[src/rtl/dma_evt_pkg.sv]
package dma_evt_pkg;

    localparam int ADDR_W = 3;

    typedef enum logic [1:0] {
        VIEW_REPLACE = 2'd0,
        VIEW_SET     = 2'd1,
        VIEW_CLEAR   = 2'd2,
        VIEW_TOGGLE  = 2'd3
    } wr_view_e;

    typedef enum logic {
        SEL_DONE  = 1'b0,
        SEL_FAULT = 1'b1
    } reg_sel_e;

endpackage

[src/rtl/dma_evt_view_write.sv]
module dma_evt_view_write
    import dma_evt_pkg::*;
#(
    parameter int WIDTH = 32
) (
    input  logic             hit,
    input  wr_view_e         view,
    input  logic [WIDTH-1:0] cur,
    input  logic [WIDTH-1:0] wdata,
    output logic [WIDTH-1:0] nxt
);

    always_comb begin
        nxt = cur;
        if (hit) begin
            unique case (view)
                VIEW_REPLACE: nxt = wdata;
                VIEW_SET:     nxt = cur | wdata;
                VIEW_CLEAR:   nxt = cur & ~wdata;
                VIEW_TOGGLE:  nxt = cur ^ wdata;
                default:      nxt = cur;
            endcase
        end
    end

endmodule

[src/rtl/dma_evt_fault_encode.sv]
module dma_evt_fault_encode #(
    parameter int NUM_CH = 16,
    localparam int REG_W = 2 * NUM_CH
) (
    input  logic [REG_W-1:0]  fault_reg,
    input  logic [NUM_CH-1:0] done_flags,
    output logic [REG_W-1:0]  code
);

    for (genvar g = 0; g < NUM_CH; g++) begin : g_ch
        logic [1:0] raw;
        assign raw = {1'b0, fault_reg[NUM_CH+g]} + {1'b0, fault_reg[g]};
        assign code[2*g +: 2] = (raw == 2'd1 && done_flags[g]) ? 2'd0 : raw;
    end

endmodule

[src/rtl/dma_evt_irq_merge.sv]
module dma_evt_irq_merge #(
    parameter int NUM_CH = 16
) (
    input  logic [NUM_CH-1:0] done_flags,
    input  logic [NUM_CH-1:0] done_enable,
    input  logic [NUM_CH-1:0] fault_flags,
    output logic [NUM_CH-1:0] irq
);

    assign irq = (done_flags & done_enable) | fault_flags;

endmodule

[src/rtl/dma_evt_bank.sv]
module dma_evt_bank
    import dma_evt_pkg::*;
#(
    parameter int NUM_CH = 16,
    localparam int REG_W = 2 * NUM_CH
) (
    input  logic                  clk,
    input  logic                  rst_n,
    input  logic [NUM_CH-1:0]     evt_done,
    input  logic [NUM_CH-1:0]     evt_term,
    input  logic [NUM_CH-1:0]     evt_buserr,
    input  logic                  wr_en,
    input  logic [ADDR_W-1:0]     addr,
    input  logic [REG_W-1:0]      wdata,
    output logic [REG_W-1:0]      rdata,
    output logic [NUM_CH-1:0]     irq,
    output logic [REG_W-1:0]      fault_code
);

    typedef struct packed {
        logic [REG_W-1:0] done;
        logic [REG_W-1:0] fault;
    } bank_t;

    bank_t state_d, state_q;

    reg_sel_e sel;
    wr_view_e view;
    logic [REG_W-1:0] done_sw, fault_sw;
    logic [REG_W-1:0] done_q, fault_q;

    assign sel    = reg_sel_e'(addr[2]);
    assign view   = wr_view_e'(addr[1:0]);
    assign done_q  = state_q.done;
    assign fault_q = state_q.fault;

    dma_evt_view_write #(.WIDTH(REG_W)) u_done_wr (
        .hit   (wr_en && sel == SEL_DONE),
        .view  (view),
        .cur   (state_q.done),
        .wdata (wdata),
        .nxt   (done_sw)
    );

    dma_evt_view_write #(.WIDTH(REG_W)) u_fault_wr (
        .hit   (wr_en && sel == SEL_FAULT),
        .view  (view),
        .cur   (state_q.fault),
        .wdata (wdata),
        .nxt   (fault_sw)
    );

    // Hardware events are ORed in after the software view, so they win.
    always_comb begin
        state_d       = state_q;
        state_d.done  = done_sw  | {{NUM_CH{1'b0}}, evt_done};
        state_d.fault = fault_sw | {evt_buserr, evt_term | evt_buserr};
    end

    always_ff @(posedge clk or negedge rst_n) begin
        if (!rst_n) begin
            state_q <= '0;
        end else begin
            state_q <= state_d;
        end
    end

    assign rdata = (sel == SEL_FAULT) ? state_q.fault : state_q.done;

    dma_evt_irq_merge #(.NUM_CH(NUM_CH)) u_irq (
        .done_flags  (state_q.done[NUM_CH-1:0]),
        .done_enable (state_q.done[REG_W-1:NUM_CH]),
        .fault_flags (state_q.fault[NUM_CH-1:0]),
        .irq         (irq)
    );

    dma_evt_fault_encode #(.NUM_CH(NUM_CH)) u_code (
        .fault_reg  (state_q.fault),
        .done_flags (state_q.done[NUM_CH-1:0]),
        .code       (fault_code)
    );

endmodule

[config.mk]
export PLATFORM = sky130hd
export DESIGN_NAME = dma_evt_bank
export DESIGN_NICKNAME = d
export VERILOG_FILES = /design/src/rtl/dma_evt_pkg.sv /design/src/rtl/dma_evt_view_write.sv /design/src/rtl/dma_evt_fault_encode.sv /design/src/rtl/dma_evt_irq_merge.sv /design/src/rtl/dma_evt_bank.sv
export SDC_FILE = /design/constraint.sdc
export NUM_CORES = 1
export LEC_CHECK = 0
export BUFFER_PORTS_ARGS = -buffer_cell sky130_fd_sc_hd__buf_2
export CAP_MARGIN = 5
export CORE_MARGIN = 2
export CORE_UTILIZATION = 50
export DETAILED_ROUTE_END_ITERATION = 8
export PLACE_DENSITY = 0.86
export SLEW_MARGIN = 20
export SYNTH_ARGS = -nofsm -noshare
export SYNTH_HDL_FRONTEND = slang
export SYNTH_SLANG_ARGS = --single-unit
[constraint.sdc]
create_clock -name clk -period 1.9 [get_ports clk]
set_input_delay 0.095 -clock clk [delete_from_list [all_inputs] [get_ports clk]]
set_output_delay 0.095 -clock clk [all_outputs]
set_load 0.005 [all_outputs]
==> results of run 1 <==
==> layout make-up <==
cell class | count | share of cell area, %
multi-input cells | 580 | 56.23
flip-flops and latches | 64 | 18.64
repair buffers | 206 | 14.11
inverters | 120 | 5.272
clock buffers | 15 | 3.117
well taps | 180 | 2.622
==> cell usage after synthesis, drive strengths merged <==
| cell | number | area, um^2 |
|---|---|---|
| clkbuf | 19 | 71.32 |
| nor2 | 26 | 97.59 |
| ha | 144 | 1802 |
| nand2 | 56 | 210.2 |
| nor3 | 32 | 160.2 |
| mux4 | 11 | 247.7 |
| mux2 | 31 | 349.1 |
| and2 | 1 | 6.260 |
| a21o | 16 | 120.1 |
| o21ai | 64 | 320.3 |
| nand2b | 33 | 206.5 |
| nor4 | 16 | 100.1 |
| nor2b | 17 | 106.4 |
| nand3 | 4 | 20.02 |
| dfrtp | 64 | 1602 |
| inv | 120 | 452.9 |
| mux2i | 45 | 450.4 |
| o211ai | 4 | 30.03 |
| a21boi | 5 | 37.54 |
| a21oi | 25 | 125.1 |
| a2111oi | 16 | 140.1 |
| nand3b | 1 | 7.510 |
| o221ai | 33 | 289.0 |
| buf | 26 | 186.4 |
==> placed cells by master, fill, tap and decap left out <==
cell type	netlist	layout
buf_2	14	164
ha_1	144	144
inv_1	119	119
o21ai_0	64	64
dfrtp_1	64	64
nand2_1	56	56
mux2i_1	45	45
o221ai_1	33	33
nand2b_1	33	33
nor3_1	32	32
mux2_2	30	30
nor2_1	26	25
a21oi_1	25	25
buf_4	3	24
a21o_1	16	16
nor4_1	16	16
a2111oi_0	16	16
nor2b_1	17	16
dlygate4sd3_1	0	14
mux4_2	11	11
clkbuf_16	0	9
a21boi_0	5	5
nand3_1	4	4
o211ai_1	4	4
clkbuf_1	19	4
buf_12	0	3
clkbuf_8	0	2
nor2b_2	0	1
and2_1	0	1
inv_4	1	1
mux2_1	1	1
nor2_2	0	1
nand3b_1	1	1
buf_6	8	1
==> how the worst max path moves through the flow <==
stage / to
2_1_floorplan: done_q[27]$_DFFE_PN0N_
3_3_place_gp: done_q[27]$_DFFE_PN0N_
3_5_place_dp: fault_q[16]$_DFF_PN0_
4_1_cts: done_q[18]$_DFFE_PN0N_
5_1_grt: fault_q[23]$_DFF_PN0_
6_report: done_q[18]$_DFFE_PN0N_
==> critical path, stage by stage (launching register included) <==
cell and delay (ns):
dfrtp_1 0.38, inv_1 0.09, ha_1 0.27, mux4_2 0.46, mux2_2 0.28
==> per-stage QoR <==
step	hold WS, ns	cell area, um^2	util [%]	total power [mW]	std cells
2_1_floorplan	-0.2006	7138	-	2.671	809
3_3_place_gp	0.1554	8183	58.72	3.161	1136
3_5_place_dp	0.1511	8183	58.72	3.253	1136
4_1_cts	0.001433	8591	61.65	4.840	1165
5_1_grt	0.01736	8591	61.65	5.132	1165
6_report	0.005805	8591	61.65	4.815	1165
==> cells by family (layout without fill, tap and decap cells) <==
group                      after synthesis  count (layout)  synth area share, %
and+or+nand+nor                        186             186                12.81
buffers and inverters                  165             341                9.956
AOI/OAI and AO/OA                      163             163                14.88
adders and majority gates              144             144                25.24
muxes                                   87              87                14.67
DFF                                     64              64                22.44
==> sequential cells by signal (all words and copies together) (netlist names) <==
signal,count
done_q,32
fault_q,32
==> power breakdown <==
group | internal (mW) | switching [mW] | leakage [nW] | total [mW]
logic | 0.762 | 0.828 | 3.67 | 1.59
clock network | 0.950 | 0.600 | 0.130 | 1.55
registers | 1.52 | 0.155 | 0.642 | 1.68
total | 3.23 | 1.58 | 4.44 | 4.82
==> routing by layer <==
metal | global-route usage (%) | vias to the layer above | share of wire [%]
li1 | - | 3161 | -
met1 | 33.38 | 3019 | 45
met2 | 43.23 | 224 | 47
met3 | 2.906 | 39 | 5.4
met4 | 9.020 | 0 | 2.2
met5 | 0 | - | 0
==> reports/results.ini, run 1 <==
[placement]
hpwl_um = 13700
finalWeightedCongestion = 0.8323
dp_slack_ns = 0.2973
portBuffers = 165

[sta]
rsz0062_at_grt = false
tns_ns = 0
relSlewSlack_pct = 68.25
fin_crit_ns = 1.595
finalSetupViolCount = 0
fin_ws_ns = 0.3050
hold_violations = 0
fin_crit_sh_pct = 83.95
final-max-slew-violation-count = 0
tightest_slew_ns = 0.4643
fin_skew_ns = 0
fmax_mhz = 627.0

[detailed_routing]
ant_nets = 0
drtPass1Iterations = 5
wl_um = 18980
first_iter_violations = 419
drc = 0
vias_per_cell = 5.530
routedWlPerCell_um = 16.29
num_vias = 6443

[clock_tree]
clk_pin_slew_ns = 0.05
ctsRootBufferMaster = clkbuf_16
cts_buffer_depth = 2
cts_tree = done
cts_resized = 0
htreeDepth = 3
numCtsBuffers = 9
cts_hold_buf = 14
cts_sinks = 64
clk_latency_ns = 0.33
cts_setup_buffers = 0

[run]
cap_viol_max_count = 0

[worst_setup_path]
reg2reg_depth = 4
worstSetupPathType = reg -> reg
rr_startpoint = done_q[18]$_DFFE_PN0N_
r2r-end = done_q[18]$_DFFE_PN0N_
startpoint_type = register
worstPathMaxFanout = 3
cp_data_arrival_time_ns = 1.81
critPathRequiredTime_ns = 2.11
cp-end-kind = register
r2r_slack_ns = 0.31
startpoint = done_q[18]$_DFFE_PN0N_

[pwr]
power_density_nw_per_um2 = 560.5
ir_worst_vdd_mv = 0.3635
power_leakage_nw = 4.442

[finish]
fin_nets = 1211
areaGrowthSynthToFinish_pct = 20.35
seq_area_um2 = 1602
n_antenna_cell = 0
drive_gt1_share_pct = 25.08
multi_input_area_um2 = 4831
fillers = 1198

[floorplan]
start_util_pct = 51.23
placementRows = 43
ios = 166
chipHeight_um = 123.5
core_area_um2 = 13930
dieArea_um2 = 15250
die_x_um = 123.5

[global_routing]
overflow = 0
grt_max_degree = 65
grt_pass1_wl_um = 30710
grt_pass1_vias = 6463
antenna_found_initial = 0
grt_usage_pct = 25.44

[logic_synthesis]
ys_seq_elements = 64
postSynthAreaPerCell_um2 = 8.823
yosysWarnings = 0
synth_seq_area_share_pct = 22.44
syn_nets = 1039
synth.distinct_cells = 29
syn_area_um2 = 7138
synth_cells = 809

[worst_hold_path]
holdCritStartpoint = evt_done[12]
min_path_cells = 3
hp-class = in -> reg
hold_end = done_q[12]$_DFF_PN0_

[status]
status = finished clean

Power figures use the tool's default switching activity.
==> run 2: changes to the inputs <==
Clock period 1.9 ns to 1.54 ns, I/O delays scaled along.
==> run 2 against run 1 <==
The flow now finishes with violations (negative setup slack); combinational power rose by 62%; global-route usage rose by 0.98 points; via count rose by 5.4%; clock skew did not move; sequential power rose by 23%; first-iteration DRC count fell by 12%; critical path depth did not move; non-clock buffer count rose by 43; largest cell class unchanged.
==> reports/results.ini, run 2 (synthesis gave the netlist of run 1 again) <==
[worst_setup_path]
reg2reg_depth = 4
startpoint = done_q[21]$_DFFE_PN0N_
startpoint_type = register
r2r_slack_ns = -0.03
rr_startpoint = done_q[21]$_DFFE_PN0N_
r2r-end = done_q[21]$_DFFE_PN0N_
cp-end-kind = register
cp-endpoint = done_q[21]$_DFFE_PN0N_
cp_data_arrival_time_ns = 1.78
critPathRequiredTime_ns = 1.75
worstPathMaxFanout = 3
worstSetupPathType = reg -> reg

[pwr]
swShare_pct = 33.81
ir_worst_vdd_mv = 0.4170
seq_power_share_pct = 31.6
power_density_nw_per_um2 = 712.8
p_sw_mw = 2.219
p_total_mw = 6.562
p_int_mw = 4.343
p_clk_share_pct = 29.1
p_comb_share_pct = 39.3
power_leakage_nw = 4.693

[finish]
layout_commonest_cell = buf_2
fin_util_pct = 66.06
fin_nets = 1254
fillers = 1089
areaGrowthSynthToFinish_pct = 28.96
most-common-layout-cells = buf_2, ha_1, inv_1
drive_gt1_share_pct = 31.29

[worst_hold_path]
hp-class = in -> reg
holdCritStartpoint = evt_done[12]

[sta]
fin_crit_sh_pct = 101.9
rsz0062_at_grt = true
tightest_slew_ns = 0.9837
final-max-slew-violation-count = 0
relSlewSlack_pct = 34.35
hold_violations = 0
fin_crit_ns = 1.569
fin_skew_ns = 0
fmax_mhz = 637.3
finalSetupViolCount = 5
fin_ws_ns = -0.02903
tns_ns = -0.05217
finalHoldWorstSlack_ns = 0.004349

[global_routing]
overflow = 0
grt_usage_pct = 26.42
antenna_found_initial = 1
grt_pass1_vias = 6590
grt_max_degree = 65
grt_pass1_wl_um = 31860

[floorplan]
core_area_um2 = 13930
start_util_pct = 51.23
die_x_um = 123.5
dieArea_um2 = 15250
placementRows = 43
ios = 166
chipHeight_um = 123.5

[placement]
dp_slack_ns = -0.03457
hpwl_um = 14240
portBuffers = 165
finalWeightedCongestion = 0.8597

[detailed_routing]
routedWlPerCell_um = 16.55
drtPass1Iterations = 5
wl_um = 20020
drc = 0
ant_nets = 0
vias_per_cell = 5.613
num_vias = 6792
first_iter_violations = 368

[clock_tree]
cts_buffer_depth = 2
ctsRootBufferMaster = clkbuf_16
clk_latency_ns = 0.32
clk_pin_slew_ns = 0.06
htreeDepth = 3
numCtsBuffers = 9
cts_tree = done
cts_sinks = 64

[status]
status = finished, violations left
violations = negative setup slack

[run]
cap_viol_max_count = 0

## run 2: changes by cell type in the layout (fill, tap and decap cells not counted), sizes merged
cell / previous run / this run
diode: 0 / 1
clkbuf: 15 / 12
clkinv: 0 / 4
buf: 192 / 235
## run 2: worst max-delay path: stages (launching register included)
cell and delay, ns:
dfrtp_1 0.41, inv_2 0.09, ha_4 0.20, mux4_2 0.48
mux2_4 0.28
## run 2: metrics by stage
stage / instance area [um^2] / instances
6_report: 9205 / 1210
5_1_grt: 9205 / 1210
4_1_cts: 8971 / 1200
3_5_place_dp: 8416 / 1162
3_3_place_gp: 8416 / 1162
2_1_floorplan: 7138 / 809
## run 2: power by group through the flow
stage	Combinational [mW]	Clock (mW)	Sequential (mW)
5_1_grt	2.87	2.00	2.11
3_5_place_dp	2.04	0	2.07
3_3_place_gp	1.92	0	2.05
2_1_floorplan	1.26	0	2.04
6_report	2.58	1.91	2.07
4_1_cts	2.28	1.91	2.05
## run 2: worst min path at each step
stage	endpoint	slack [ns]	cells past startpoint
floorplan	done_q[0]$_DFF_PN0_	-0.22	0
global placement	done_q[16]$_DFFE_PN0N_	0.13	2
detailed placement	done_q[31]$_DFFE_PN0N_	0.13	2
CTS	done_q[15]$_DFF_PN0_	0.001	3
global route	done_q[12]$_DFF_PN0_	0.003	3
finish	done_q[12]$_DFF_PN0_	0.004	3
## run 2: metal layers
layer / track usage, % / share of wire, % / vias up / routed length, um
li1: - / - / 3245 / -
met1: 33.44 / 43 / 3265 / 8620
met2: 46.74 / 49 / 236 / 9904
met3: 2.675 / 5.1 / 46 / 1020
met4: 9.091 / 2.4 / 0 / 479
met5: 0 / 0 / - / 0
## run 2: area by class of cell
| cell class | instances | area (um^2) | area share, % |
|---|---|---|---|
| Antenna cell | 1 | 2.502 | 0.02718 |
| Clock buffer | 12 | 246.5 | 2.678 |
| Clock inverter | 4 | 20.02 | 0.2175 |
| Inverter | 120 | 452.9 | 4.920 |
| Multi-Input combinational cell | 580 | 5069 | 55.06 |
| Sequential cell | 64 | 1602 | 17.40 |
| Tap cell | 180 | 225.2 | 2.447 |
| Timing Repair Buffer | 249 | 1588 | 17.25 |
## run 2: what timing repair did
item / CTS / global route
pin swaps: 0 / 4
resized for setup: 20 / 35
setup buffers: 8 / 9
hold buffers: 14 / 0
hold endpoints to repair: 77 / 0
setup endpoints to repair: 10 / 24
cloned: 0 / 0
==> run 3: changes to the inputs <==
Settings changed: PLACE_DENSITY 0.86 to 0.85, SYNTH_HIERARCHICAL from default to 1.
==> run 3 against run 2 <==
The flow now finishes without violations; via count shrank 3.2%; core utilization shrank 2.3 points; clock power is essentially flat; hold slack improved by 0.21 ns; flip-flop and latch count unchanged; non-clock buffer count increased by 9; synthesized area rose by 8.1%; cell count rose by 2.2%; critical endpoint is now fault_q[15]$_DFF_PN0_; largest cell class unchanged.
==> reports/results.ini, run 3 <==
[global_routing]
grt_usage_pct = 23.53
grt_pass1_wl_um = 31050
antenna_found_initial = 0
grt_pass1_vias = 6510
grt_max_degree = 65
overflow = 0

[clock_tree]
htreeDepth = 3
cts_tree = done
clk_pin_slew_ns = 0.05
cts_buffer_depth = 2
ctsRootBufferMaster = clkbuf_16
cts_sinks = 64
numCtsBuffers = 9
clk_latency_ns = 0.34

[floorplan]
core_area_um2 = 15150
start_util_pct = 50.96
die_x_um = 128.2
dieArea_um2 = 16450
placementRows = 45
ios = 166
chipHeight_um = 128.2

[worst_setup_path]
worstSetupPathType = reg -> reg
cp_data_arrival_time_ns = 1.74
cpLargestDelayFamily = flip-flops
slowest_delay_ns = 0.40
cp_num_buf_inv = 1
rr_startpoint = fault_q[15]$_DFF_PN0_
worstPathMaxFanout = 4
startpoint_type = register
path_cells = inv_1 > ha_1 > a21oi_2 > o221ai_1 > or3_1
cp-end-kind = register
critPathRequiredTime_ns = 1.75
reg2reg_depth = 5
slowest_stage = dfrtp_1
r2r_slack_ns = 0.02
r2r-end = fault_q[15]$_DFF_PN0_

[worst_hold_path]
min_path_cells = 4
hp-class = in -> reg
hold_end = done_q[20]$_DFF_PN0_
holdCritStartpoint = wdata[20]

[pwr]
power_leakage_nw = 4.977
power_density_nw_per_um2 = 630.9
ir_worst_vdd_mv = 0.4692

[finish]
fin_nets = 1274
most-common-layout-cells = buf_2, ha_1, inv_1
areaGrowthSynthToFinish_pct = 25.13
fillers = 1158
multi_input_area_um2 = 5281
drive_gt1_share_pct = 34.51
fin_util_pct = 63.77
layout_commonest_cell = buf_2
seq_area_um2 = 1609
n_antenna_cell = 0

[logic_synthesis]
synth-xor-area-share_pct = 0
synth_cells = 821
yosysMostFrequentCell = ha_1
synth_commonest_cells = ha_1, inv_1, dfrtp_1, mux2i_1
synth_top_family_by_area = adder cells
yosys.area_share.simple_pct = 14.49
async_flop_share_pct = 100.0
synth-main-ff-cell = dfrtp_1
synth.area.top_cells = ha_1, dfrtp_1, mux2i_1
synth_mux_area_share_pct = 14.33
ys_seq_elements = 64
syn_nets = 1051
synth_compound_area_share_pct = 15.14
synthAdderAreaFrac_pct = 23.34
synth.distinct_cells = 28
synth_seq_area_share_pct = 20.75
yosysWarnings = 6
syn_area_um2 = 7719
postSynthAreaPerCell_um2 = 9.402
yosys.area.top_type = ha_1
synth_edf_count = 0
netlist.area_leader.share_pct = 23.34

[sta]
fmax_mhz = 657.5
hold_violations = 0
fin_crit_sh_pct = 98.76
fin_skew_ns = 0
fin_crit_ns = 1.521
fin_ws_ns = 0.01904
relSlewSlack_pct = 73.40
finalSetupViolCount = 0
rsz0062_at_grt = true
tightest_slew_ns = 0.3990
final-max-slew-violation-count = 0

[detailed_routing]
wl_um = 19450
vias_per_cell = 5.318
num_vias = 6578
ant_nets = 0
routedWlPerCell_um = 15.73
drc = 0
first_iter_violations = 242
drtPass1Iterations = 4

[status]
status = finished clean

[placement]
finalWeightedCongestion = 0.8291
dp_slack_ns = 0.02575
hpwl_um = 13820
portBuffers = 165

[run]
cap_viol_max_count = 0

## run 3: cell types whose count changed in the layout (fill, tap and decap cells not counted), sizes merged, moves of 35 or more
cell / change
or2: +96
o21ai: -64
nand2: -54
a21oi: +39
nor2: +38
dlygate4sd3: +35
## run 3: power breakdown
part	switching (mW)	total, mW	internal [mW]
logic	1.02	2.13	1.10
registers	0.202	2.04	1.83
clock network	0.805	1.93	1.12
## run 3: worst max path at each step
stage          slack, ns  cells after the start                   from                     to
6_report            0.02                      5  fault_q[15]$_DFF_PN0_  fault_q[15]$_DFF_PN0_
5_1_grt            -0.04                      5   fault_q[8]$_DFF_PN0_   fault_q[8]$_DFF_PN0_
4_1_cts            0.005                      4   fault_q[8]$_DFF_PN0_         fault_code[16]
3_5_place_dp        0.03                      5  fault_q[15]$_DFF_PN0_  fault_q[15]$_DFF_PN0_
3_3_place_gp        0.10                      5   fault_q[1]$_DFF_PN0_   fault_q[1]$_DFF_PN0_
2_1_floorplan      0.007                      9                addr[2]   fault_q[3]$_DFF_PN0_
## run 3: cell type report
class                   instances  area share, %
flip-flops and latches         64          16.66
inverters                     128          4.975
multi-input cells             583          54.68
clock buffers                  12          2.552
well taps                     188          2.436
repair buffers                258          18.49
clock inverters                 4         0.2073
## run 3: repair_timing
action                                 in CTS  in global routing
pin swaps                                   0                  3
setup buffers                               1                  9
endpoints found under the hold margin     112                  0
setup endpoints to repair                   1                 19
hold buffers                               49                  0
gates resized for setup                     1                 23
## run 3: stage by stage
stage	hold slack [ns]	instance area, um^2	TNS, ns	power (mW)	cells
finish	0.2139	9658	0	6.093	1237
CTS	0.2018	9507	0	6.086	1228
global placement	0.1353	8738	0	3.921	1162
floorplan	-0.2186	7719	0	3.382	821
detailed placement	0.1345	8738	0	4.027	1162
global route	0.2402	9658	-0.1809	6.485	1237
## run 3: worst reg2reg max path, cell delays in order (launching register included)
cell	delay (ns)
dfrtp_1	0.40
inv_1	0.09
ha_1	0.29
a21oi_2	0.14
o221ai_1	0.14
or3_1	0.34
## run 3: cells by family (layout without fill, tap and decap cells)
group / count (synthesis) / count (layout)
AO/OA/AOI/OAI: 145 / 145
adder cells (fa/ha/maj): 144 / 144
buffers and inverters: 174 / 402
flip-flops: 64 / 64
multiplexers: 96 / 96
AND/OR/NAND/NOR: 198 / 198
## run 3: layer usage
layer,vias to the layer above,track usage [%],wire (um)
met5,-,0,0
met1,3105,29.99,8665
met4,0,8.662,317
met3,25,3.088,880
li1,3228,-,-
met2,220,40.61,9590
